===== src/rtl/dma_ch_pkg.sv =====
// Package: shared constants and state type for the descriptor DMA channel.
// Assumes 32-bit descriptor words and a fixed eight-word descriptor.
package dma_ch_pkg;
    localparam int WORD_W     = 32;
    localparam int OFF_W      = 16;
    localparam int CNT_W      = 16;
    localparam int CH_W       = 4;
    localparam int DESC_WORDS = 8;

    // control word bit positions
    localparam int B_WORD  = 16;
    localparam int B_IRQ   = 17;
    localparam int B_ASTOP = 18;
    localparam int B_SG    = 19;
    localparam int B_MNL   = 20;
    localparam int B_MJL   = 21;
    localparam int B_MNCH  = 24;
    localparam int B_MJCH  = 28;

    typedef enum logic [2:0] {
        S_IDLE, S_RD, S_WR, S_END, S_FETCH
    } ch_state_t;
endpackage


===== src/rtl/dma_ch_trigger.sv =====
// Start collection: holds software and link start pulses until the engine
// accepts a start, and keeps the hardware request enable.
// Assumes accept is high only in a cycle where go is high.
module dma_ch_trigger (
    input  logic clk,
    input  logic rst_n,
    input  logic sw_start,
    input  logic link_in,
    input  logic hw_req,
    input  logic req_en_set,
    input  logic stop_clr,
    input  logic accept,
    output logic go,
    output logic req_en
);
    logic sw_pend, link_pend;

    // hold start pulses; one accept clears everything pending
    always_ff @(posedge clk) begin
        if (!rst_n) begin
            sw_pend   <= 1'b0;
            link_pend <= 1'b0;
        end else begin
            sw_pend   <= (sw_pend & ~accept) | sw_start;
            link_pend <= (link_pend & ~accept) | link_in;
        end
    end

    // request enable: auto-stop clear wins over a set
    always_ff @(posedge clk) begin
        if (!rst_n)          req_en <= 1'b0;
        else if (stop_clr)   req_en <= 1'b0;
        else if (req_en_set) req_en <= 1'b1;
    end

    assign go = sw_pend | link_pend | (hw_req & req_en);

    assert_start_kept_R10: assert property (@(posedge clk) disable iff (!rst_n)
        sw_start |=> go);
    assert_hw_gate_R9: assert property (@(posedge clk) disable iff (!rst_n)
        (accept && !sw_pend && !link_pend) |-> (hw_req && req_en));
    assert_reqen_drop_R7: assert property (@(posedge clk) disable iff (!rst_n)
        $fell(req_en) |-> $past(stop_clr));
endmodule


===== src/rtl/dma_ch_engine.sv =====
// Transfer engine: fetches descriptors, runs minor loops as read/write beat
// pairs, applies end-of-major corrections, links, interrupt and auto-stop.
// Assumes a memory port whose read data is valid in the read cycle.
module dma_ch_engine
    import dma_ch_pkg::*;
#(
    parameter int ADDR_W = 32
) (
    input  logic                 clk,
    input  logic                 rst_n,
    input  logic                 go,
    input  logic                 boot_load,
    input  logic [ADDR_W-1:0]    boot_addr,
    input  logic                 irq_clr,
    output logic                 accept,
    output logic                 stop_clr,
    output logic                 busy,
    output logic                 irq,
    output logic                 link_valid,
    output logic [CH_W-1:0]      link_ch,
    output logic                 mem_re,
    output logic                 mem_we,
    output logic                 mem_word,
    output logic [ADDR_W-1:0]    mem_addr,
    output logic [WORD_W-1:0]    mem_wdata,
    input  logic [WORD_W-1:0]    mem_rdata
);
    localparam int IDX_W = $clog2(DESC_WORDS);
    localparam logic [IDX_W-1:0] LAST_IDX = IDX_W'(DESC_WORDS - 1);

    ch_state_t state;
    logic [ADDR_W-1:0] src_q, dst_q, faddr_q;
    logic [OFF_W-1:0]  soff_q, doff_q;
    logic [WORD_W-1:0] minor_q, rem_q, data_q, slast_q, dlast_q, beat;
    logic [CNT_W-1:0]  citer_q, biter_q;
    logic              word_q, irq_en_q, astop_q, sg_q, mnl_q, mjl_q;
    logic [CH_W-1:0]   mnch_q, mjch_q;
    logic [IDX_W-1:0]  fidx_q;
    logic              last_iter;

    function automatic logic [ADDR_W-1:0] sext(input logic [OFF_W-1:0] o);
        return {{(ADDR_W-OFF_W){o[OFF_W-1]}}, o};
    endfunction

    assign last_iter = (citer_q <= CNT_W'(1));
    assign beat      = word_q ? WORD_W'(4) : WORD_W'(1);
    assign busy      = (state != S_IDLE);
    assign accept    = (state == S_IDLE) && !boot_load && go;
    assign stop_clr  = (state == S_END) && last_iter && astop_q;

    // link output during the end-of-minor cycle
    always_comb begin
        link_valid = (state == S_END) && (last_iter ? mjl_q : mnl_q);
        link_ch    = last_iter ? mjch_q : mnch_q;
    end

    // memory port drive per state
    always_comb begin
        mem_re    = (state == S_RD) || (state == S_FETCH);
        mem_we    = (state == S_WR);
        mem_word  = (state == S_FETCH) ? 1'b1 : word_q;
        mem_wdata = data_q;
        case (state)
            S_RD:    mem_addr = src_q;
            S_WR:    mem_addr = dst_q;
            S_FETCH: mem_addr = faddr_q + ADDR_W'({fidx_q, 2'b00});
            default: mem_addr = '0;
        endcase
    end

    // main sequencer with descriptor registers
    always_ff @(posedge clk) begin
        if (!rst_n) begin
            state <= S_IDLE;
            src_q <= '0; dst_q <= '0; faddr_q <= '0;
            soff_q <= '0; doff_q <= '0;
            minor_q <= '0; rem_q <= '0; data_q <= '0;
            slast_q <= '0; dlast_q <= '0;
            citer_q <= '0; biter_q <= '0;
            word_q <= 1'b0; irq_en_q <= 1'b0; astop_q <= 1'b0;
            sg_q <= 1'b0; mnl_q <= 1'b0; mjl_q <= 1'b0;
            mnch_q <= '0; mjch_q <= '0; fidx_q <= '0;
        end else begin
            case (state)
                S_IDLE: begin
                    if (boot_load) begin
                        faddr_q <= boot_addr;
                        fidx_q  <= '0;
                        state   <= S_FETCH;
                    end else if (go) begin
                        rem_q <= minor_q;
                        state <= S_RD;
                    end
                end
                S_RD: begin
                    data_q <= mem_rdata;
                    state  <= S_WR;
                end
                S_WR: begin
                    src_q <= src_q + sext(soff_q);
                    dst_q <= dst_q + sext(doff_q);
                    rem_q <= rem_q - beat;
                    state <= (rem_q <= beat) ? S_END : S_RD;
                end
                S_END: begin
                    if (last_iter) begin
                        src_q   <= src_q + ADDR_W'(slast_q);
                        citer_q <= biter_q;
                        if (sg_q) begin
                            faddr_q <= ADDR_W'(dlast_q);
                            fidx_q  <= '0;
                            state   <= S_FETCH;
                        end else begin
                            dst_q <= dst_q + ADDR_W'(dlast_q);
                            state <= S_IDLE;
                        end
                    end else begin
                        citer_q <= citer_q - CNT_W'(1);
                        state   <= S_IDLE;
                    end
                end
                S_FETCH: begin
                    case (fidx_q)
                        IDX_W'(0): src_q <= ADDR_W'(mem_rdata);
                        IDX_W'(1): dst_q <= ADDR_W'(mem_rdata);
                        IDX_W'(2): begin
                            soff_q <= mem_rdata[WORD_W-1 -: OFF_W];
                            doff_q <= mem_rdata[OFF_W-1:0];
                        end
                        IDX_W'(3): minor_q <= mem_rdata;
                        IDX_W'(4): begin
                            citer_q  <= mem_rdata[CNT_W-1:0];
                            biter_q  <= mem_rdata[CNT_W-1:0];
                            word_q   <= mem_rdata[B_WORD];
                            irq_en_q <= mem_rdata[B_IRQ];
                            astop_q  <= mem_rdata[B_ASTOP];
                            sg_q     <= mem_rdata[B_SG];
                            mnl_q    <= mem_rdata[B_MNL];
                            mjl_q    <= mem_rdata[B_MJL];
                            mnch_q   <= mem_rdata[B_MNCH +: CH_W];
                            mjch_q   <= mem_rdata[B_MJCH +: CH_W];
                        end
                        IDX_W'(5): slast_q <= mem_rdata;
                        IDX_W'(6): dlast_q <= mem_rdata;
                        default: ;
                    endcase
                    fidx_q <= fidx_q + IDX_W'(1);
                    if (fidx_q == LAST_IDX) state <= S_IDLE;
                end
                default: state <= S_IDLE;
            endcase
        end
    end

    // sticky interrupt: a new completion wins over a clear
    always_ff @(posedge clk) begin
        if (!rst_n)                                   irq <= 1'b0;
        else if (state == S_END && last_iter && irq_en_q) irq <= 1'b1;
        else if (irq_clr)                             irq <= 1'b0;
    end

    assert_rdwr_excl_R1: assert property (@(posedge clk) disable iff (!rst_n)
        !(mem_re && mem_we));
    assert_wr_after_rd_R1: assert property (@(posedge clk) disable iff (!rst_n)
        mem_we |-> $past(mem_re));
    assert_irq_hold_R8: assert property (@(posedge clk) disable iff (!rst_n)
        (irq && !irq_clr) |=> irq);
    assert_link_quiet_R4: assert property (@(posedge clk) disable iff (!rst_n)
        link_valid |-> (!mem_re && !mem_we));
endmodule


===== src/rtl/dma_desc_channel.sv =====
// Top: one descriptor-driven DMA channel, start collection plus engine.
// Assumes an external memory with same-cycle read data.
module dma_desc_channel
    import dma_ch_pkg::*;
#(
    parameter int ADDR_W = 32
) (
    input  logic              clk,
    input  logic              rst_n,
    input  logic              boot_load,
    input  logic [ADDR_W-1:0] boot_addr,
    input  logic              sw_start,
    input  logic              link_in,
    input  logic              hw_req,
    input  logic              req_en_set,
    input  logic              irq_clr,
    output logic              irq,
    output logic              req_en,
    output logic              busy,
    output logic              link_valid,
    output logic [CH_W-1:0]   link_ch,
    output logic              mem_re,
    output logic              mem_we,
    output logic              mem_word,
    output logic [ADDR_W-1:0] mem_addr,
    output logic [WORD_W-1:0] mem_wdata,
    input  logic [WORD_W-1:0] mem_rdata
);
    logic go, accept, stop_clr;

    dma_ch_trigger u_trig (
        .clk(clk), .rst_n(rst_n), .sw_start(sw_start), .link_in(link_in),
        .hw_req(hw_req), .req_en_set(req_en_set), .stop_clr(stop_clr),
        .accept(accept), .go(go), .req_en(req_en)
    );

    dma_ch_engine #(.ADDR_W(ADDR_W)) u_eng (
        .clk(clk), .rst_n(rst_n), .go(go), .boot_load(boot_load),
        .boot_addr(boot_addr), .irq_clr(irq_clr), .accept(accept),
        .stop_clr(stop_clr), .busy(busy), .irq(irq),
        .link_valid(link_valid), .link_ch(link_ch), .mem_re(mem_re),
        .mem_we(mem_we), .mem_word(mem_word), .mem_addr(mem_addr),
        .mem_wdata(mem_wdata), .mem_rdata(mem_rdata)
    );
endmodule


===== config.mk =====
export PLATFORM = sky130hd
export DESIGN_NAME = dma_desc_channel
export DESIGN_NICKNAME = d
export VERILOG_FILES = /design/src/rtl/dma_ch_pkg.sv /design/src/rtl/dma_ch_trigger.sv /design/src/rtl/dma_ch_engine.sv /design/src/rtl/dma_desc_channel.sv
export SDC_FILE = /design/constraint.sdc
export NUM_CORES = 1
export LEC_CHECK = 0
export CAP_MARGIN = 5
export CELL_PAD_IN_SITES_DETAIL_PLACEMENT = 1
export CELL_PAD_IN_SITES_GLOBAL_PLACEMENT = 1
export CORE_MARGIN = 4
export CORE_UTILIZATION = 35
export CTS_BUF_LIST = sky130_fd_sc_hd__clkbuf_4 sky130_fd_sc_hd__clkbuf_8
export DETAILED_ROUTE_END_ITERATION = 8
export HOLD_SLACK_MARGIN = 0.08
export PLACE_DENSITY_LB_ADDON = 0.1
export SETUP_SLACK_MARGIN = 0.02
export SKIP_CTS_REPAIR_TIMING = 1
export SLEW_MARGIN = 10
export SYNTH_ARGS = -nofsm -noshare
export SYNTH_HDL_FRONTEND = slang
export SYNTH_SLANG_ARGS = --single-unit

===== constraint.sdc =====
create_clock -name clk -period 12.3 [get_ports clk]
set_input_delay 1.845 -clock clk [delete_from_list [all_inputs] [get_ports clk]]
set_output_delay 1.845 -clock clk [all_outputs]
set_load 0.01 [all_outputs]

### After elaboration in Yosys (flattened, before gate mapping)

Cells that the tools add are included.
W data, S select, Z words.

| word-level totals | value |
|---|---|
| output and inout port bits | 75 |
| logic and storage cells | 132 |
| bits in registers | 344 |

| operators by class | value |
|---|---|
| $lt $le $gt $ge | 2 |
| bitwise gates (word level) | 9 |
| multiplexer cells | 35 |
| reduce and logical (&&, ||, !) cells | 30 |
| equality and inequality tests | 22 |
| add/sub/neg operators | 8 |

Operators with widths:

| kind | number |
|---|---|
| $mux W32 | 10 |
| $pmux W32 S3 | 3 |
| $add A32 B32 Y32 | 4 |
| $pmux W32 S2 | 2 |
| $add A32 B5 Y32 | 1 |
| $le A32 B32 Y1 | 1 |
| $mux W16 | 2 |
| $pmux W16 S2 | 1 |
| $sub A32 B32 Y32 | 1 |
| $mux W3 | 9 |
| $le A16 B1 Y1 const B | 1 |
| $sub A16 B1 Y16 const B | 1 |
| $eq A3 B3 Y1 const B | 5 |
| $pmux W3 S5 | 1 |
| $ne A2 B2 Y1 const B | 7 |
| $reduce_and A2 Y1 | 7 |
| $eq A3 B2 Y1 const B | 4 |
| $reduce_and A4 Y1 | 3 |
| $pmux W3 S3 | 1 |
| $reduce_bool A3 Y1 | 3 |
| $reduce_bool A2 Y1 | 4 |
| $eq A3 B1 Y1 const B | 2 |
| $logic_and A1 B1 Y1 | 6 |
| $logic_not A3 Y1 | 2 |
| 13 further kinds | 25 |

### Longest topological paths before layout

| depth | value |
|---|---|
| depth in word-level cells | 6 |
| gate-level depth with buffers | 19 |

### Cells and area by module

From an unflattened synthesis, not the netlist that was laid out.

| unflattened totals | value |
|---|---|
| cells, all modules | 2651 |
| area, all modules | 19342.3 sq um |

By module, submodules not included:

| module | area an instance (sq um) | times used | cells an instance |
|---|---|---|---|
| dma_ch_engine | 19234.7 | 1 | 2641 |
| dma_ch_trigger | 107.6 | 1 | 10 |

### Worst setup path after synthesis

Ideal clock, no wire load.

| timing | value |
|---|---|
| path kind | flip-flop to output port |
| start | register u_eng.fidx_q[0] |
| end | output mem_addr[24] |
| cell stages (with the launch flop) | 12 |
| required time | 10.455 ns |
| arrival time | 2.413 ns |
| path slack | 8.042 ns |
| cell sequence | dfxtp_1 -> ha_1 -> inv_1 -> fa_1 -> nor2b_1 -> o21ai_0 -> nor2_1 -> and3_1 -> nand2_1 -> xnor2_1 -> a22oi_1 -> o21ai_0 |

| between the ends | value |
|---|---|
| longest elaborated chain between the ends | 2 |

Ends and longest elaborated chain:

| item | RTL line | source |
|---|---|---|
| from (decl) | dma_ch_engine.sv:38 | `logic [IDX_W-1:0] fidx_q;` |
| from (signal assigned) | dma_ch_engine.sv:147 | `fidx_q <= fidx_q + IDX_W'(1);` |
| $add A32 B5 Y32 | dma_ch_engine.sv:66 | `S_FETCH: mem_addr = faddr_q + ADDR_W'({fidx_q, 2'b00});` |
| $pmux W32 S3 | dma_ch_engine.sv:63 | `case (state)` |
| to (decl) | dma_desc_channel.sv:25 | `output logic [ADDR_W-1:0] mem_addr,` |

Every way passes these cells.

### Final worst setup path

Same ends and word-level chain as after synthesis.

==> metrics.md <==
| Metric | Value |
|---|---|
| Dominant cell type by area after synthesis | dfxtp_1 |
| Chip Height | 241.1 um |
| Transition at the pin with the smallest max-transition slack | 1138 ps |
| Post-Layout Inst Area | 22440 um^2 |
| Clock tree from TritonCTS | done |
| Worst-path clk slew | 60 ps |
| Startpoint of the tightest hold check path | u_eng.astop_q$_SDFFE_PN0P_ |
| Final Skew | 25.04 ps |
| # DRC | 0 |
| Drt via density | 5.649 |
| Global-route wire length before repair | 120300 um |
| Final-report max-slew violation count | 0 |
| Post-synth EDFFs | 0 |
| Share of synthesized flip-flops with an asynchronous set or reset | 0 |
| Highest ir drop seen on vdd | 0.00006919 V |
| Most instantiated cells after synthesis | 725 x nand2_1, 344 x dfxtp_1, 319 x a21oi_1 |
| Number of inserted diodes | 0 |
| Status | complete, no violations |
| Die Area | 58110 um^2 |
| Number of buffers inserted by port buffering | 146 |
| Seq/Total Area, Yosys | 0.3623 |
| Critical Path Source Type | flop |
| Final Setup Violations | 0 |
| Category of the worst setup path capture point | output port |
| Final Hold Vio Count | 0 |
| R2R cell count | 18 |
| H-Tree Level Count | 3 |
| Relative slew slack | 0.2408 |
| Area of combinational cells with multiple inputs | 11340 um^2 |
| Clock network latency to the later pin of the worst-skew pair | 670 ps |
| Detailed-route via count | 19.40k |
| Worst hold stages | 1 |
| Die X-Extent | 241.1 um |
| Static power due to leakage | 8.643 nW |
| RSZ-0062 raised after global routing | false |
| Clock period minus worst slack | 6502 ps |
| Share of layout cells above drive strength 1 | 0.06830 |
| Number of max-cap violations | 0 |
| R2R Path Start | u_eng.state[1]$_SDFFE_PN0P_ |
| Pin count of the biggest net entering global routing | 132 |
| Top fanout value on the critical path | 6 |
| Buffer cell driving the clock tree root | clkbuf_8 |
| Proportion of netlist area held by the largest area contributor | 0.3623 |
| Detail Route Antenna Nets | 0 |
| Mapped cell area | 19010 um^2 |
| Number of global-route vias before repair | 19.68k |
| Kind of critical path | flop to output port |
| Number of rows in the core area | 85 |
| Maximum number of buffers from clock root to sink | 3 |
| Number of storage elements in the synthesis netlist | 344 |
| Routed length per placed instance | 23.22 um |
| Synthesized Nets | 2780 |
| Distinct cell type count of the synthesized netlist | 76 |
| Highest attainable clock frequency | 153.8 MHz |
| Area taken by flip-flops and latches | 6887 um^2 |
| Mean instance size in the synthesized netlist | 7.247 um^2 |
| Clock sink count | 344 |
| Hold worst-path end | u_trig.req_en$_SDFFE_PP0P_ |
| Area of the core region | 53810 um^2 |
| Power Dens Cells | 142.5 nW/um^2 |
| Total Routing Usage GR | 0.2698 |
| Cell with the most instances after synthesis | nand2_1 |
| Growth of design area from synthesis to finish | 18.07% |
| Arrival time of the worst setup path | 4660 ps |
| Fin Setup TNS | 0 ps |
| Capturing point of the worst reg2reg path | u_eng.dst_q[22]$_SDFFE_PN0P_ |
| Final weighted congestion in routability-driven placement | 0.8784 |
| First drt pass iteration count | 5 |
| Detailed-placement wirelength estimate | 52780 um |
| Dominant cells by area after synthesis | dfxtp_1 36%, nand2_1 14%, a21oi_1 8.4%, ha_1 5.4%, clkbuf_1 3.5% |
| Fin crit share | 0.5287 |
| Warning count from the yosys run | 0 |
| Initial antenna violation count | 0 |
| Class of the most critical hold timing path | flop to flop |
| Total congestion overflow | 0 |
| Post-synth top flop | dfxtp_1 |
| I/O pin cnt | 147 |
| Clock buffers created by TritonCTS | 69 |
| Worst endpoint required time | 10450 ps |
| Nets@finish | 2844 |
| Internal reg-to-reg setup slack | 6890 ps |
| Detailed Route WL | 79750 um |
| Effective utilization at floorplan | 0.3532 |
| Placement-stage cell area | 20960 um^2 |
| Instance count of the mapped netlist | 2623 |
| Detailed Route Iter0 Violations | 1376 |
| Fill cell count | 6617 |
-- metrics by stage --
step           total power [mW]    util  hold WS (ps)  worst slack [ps]  cells
2_1_floorplan             1.659       -         414.3              8042   2623
3_3_place_gp              1.918  0.3894         433.6              6574   3312
3_5_place_dp              1.934  0.3894         439.2              6518   3312
4_1_cts                   3.229  0.4171         443.4              5773   3434
5_1_grt                   3.357  0.4171         465.0              5568   3434
6_report                  3.198  0.4171         444.4              5798   3434
-- worst max-delay path, cell delays in order (launching register included) --
cell and delay (ps):
dfxtp_1 430, ha_1 220, inv_1 70, fa_1 460
nor2b_1 120, o21ai_0 230, nor2_1 700, and3_1 420
nand2_1 110, xnor2_1 250, a22oi_1 110, o21ai_0 270
clkdlybuf4s50_1 600
-- report_power, final --
| group | total [mW] | internal [mW] | switching, mW |
|---|---|---|---|
| Combinational | 0.664 | 0.229 | 0.435 |
| Clock | 1.28 | 0.738 | 0.542 |
| Sequential | 1.25 | 1.18 | 0.0712 |
| Total | 3.20 | 2.15 | 1.05 |
-- metal layers --
layer	track usage	routed length, um
met4	0.09755	2844
met1	0.3621	36700
met5	0	0
met3	0.04137	3420
met2	0.4424	36780
-- area by class of cell --
class	count	area share
multi-input cells	2054	0.5052
flip-flops and latches	344	0.3068
repair buffers	179	0.07593
clock buffers	113	0.06205
well taps	696	0.03880
inverters	39	0.006857
clock inverters	9	0.004293
-- cell families (layout without fill, tap and decap cells) --
logic type / after synthesis / count (layout) / synth area share
simple gates: 1096 / 1096 / 0.2434
compound gates: 780 / 780 / 0.2490
flops: 344 / 344 / 0.3623
buf+inv: 225 / 340 / 0.04515
xor+xnor: 90 / 90 / 0.04147
fa+ha+maj: 85 / 85 / 0.05713
mux: 3 / 3 / 0.001580
-- worst max path at each step --
stage / depth (start not counted) / start / slack [ps] / endpoint
3_3_place_gp: 12 / u_eng.fidx_q[0]$_SDFFE_PN0P_ / 6570 / mem_addr[24]
4_1_cts: 12 / u_eng.fidx_q[0]$_SDFFE_PN0P_ / 5770 / mem_addr[24]
5_1_grt: 12 / u_eng.fidx_q[0]$_SDFFE_PN0P_ / 5570 / mem_addr[24]
6_report: 12 / u_eng.fidx_q[0]$_SDFFE_PN0P_ / 5800 / mem_addr[24]
3_5_place_dp: 12 / u_eng.fidx_q[0]$_SDFFE_PN0P_ / 6520 / mem_addr[24]
2_1_floorplan: 11 / u_eng.fidx_q[0]$_SDFFE_PN0P_ / 8040 / mem_addr[24]
-- flip-flops by register name, summed over array words and instances, names as in the netlist, 16 cells and up --
name / flops
u_eng.dst_q: 32
u_eng.biter_q: 16
u_eng.src_q: 32
u_eng.minor_q: 32
u_eng.soff_q: 16
u_eng.slast_q: 32
u_eng.rem_q: 32
u_eng.doff_q: 16
u_eng.citer_q: 16
u_eng.mem_wdata: 32
u_eng.dlast_q: 32
u_eng.faddr_q: 32
-- layout by cell type (no fill, tap or decap), drive strengths merged, types with 37 or more instances in the layout --
master | Yosys | final
nor2 | 156 | 156
a21oi | 319 | 319
a21o | 47 | 47
xor2 | 37 | 37
dfxtp | 344 | 344
clkbuf | 176 | 113
a22oi | 37 | 37
ha | 82 | 82
o21ai | 159 | 159
xnor2 | 53 | 53
nand3 | 42 | 42
nand2 | 726 | 726
a31oi | 39 | 39
a311oi | 42 | 42
clkdlybuf4s50 | 0 | 145
inv | 39 | 44
Note: power is estimated with default switching activity, not from simulation.
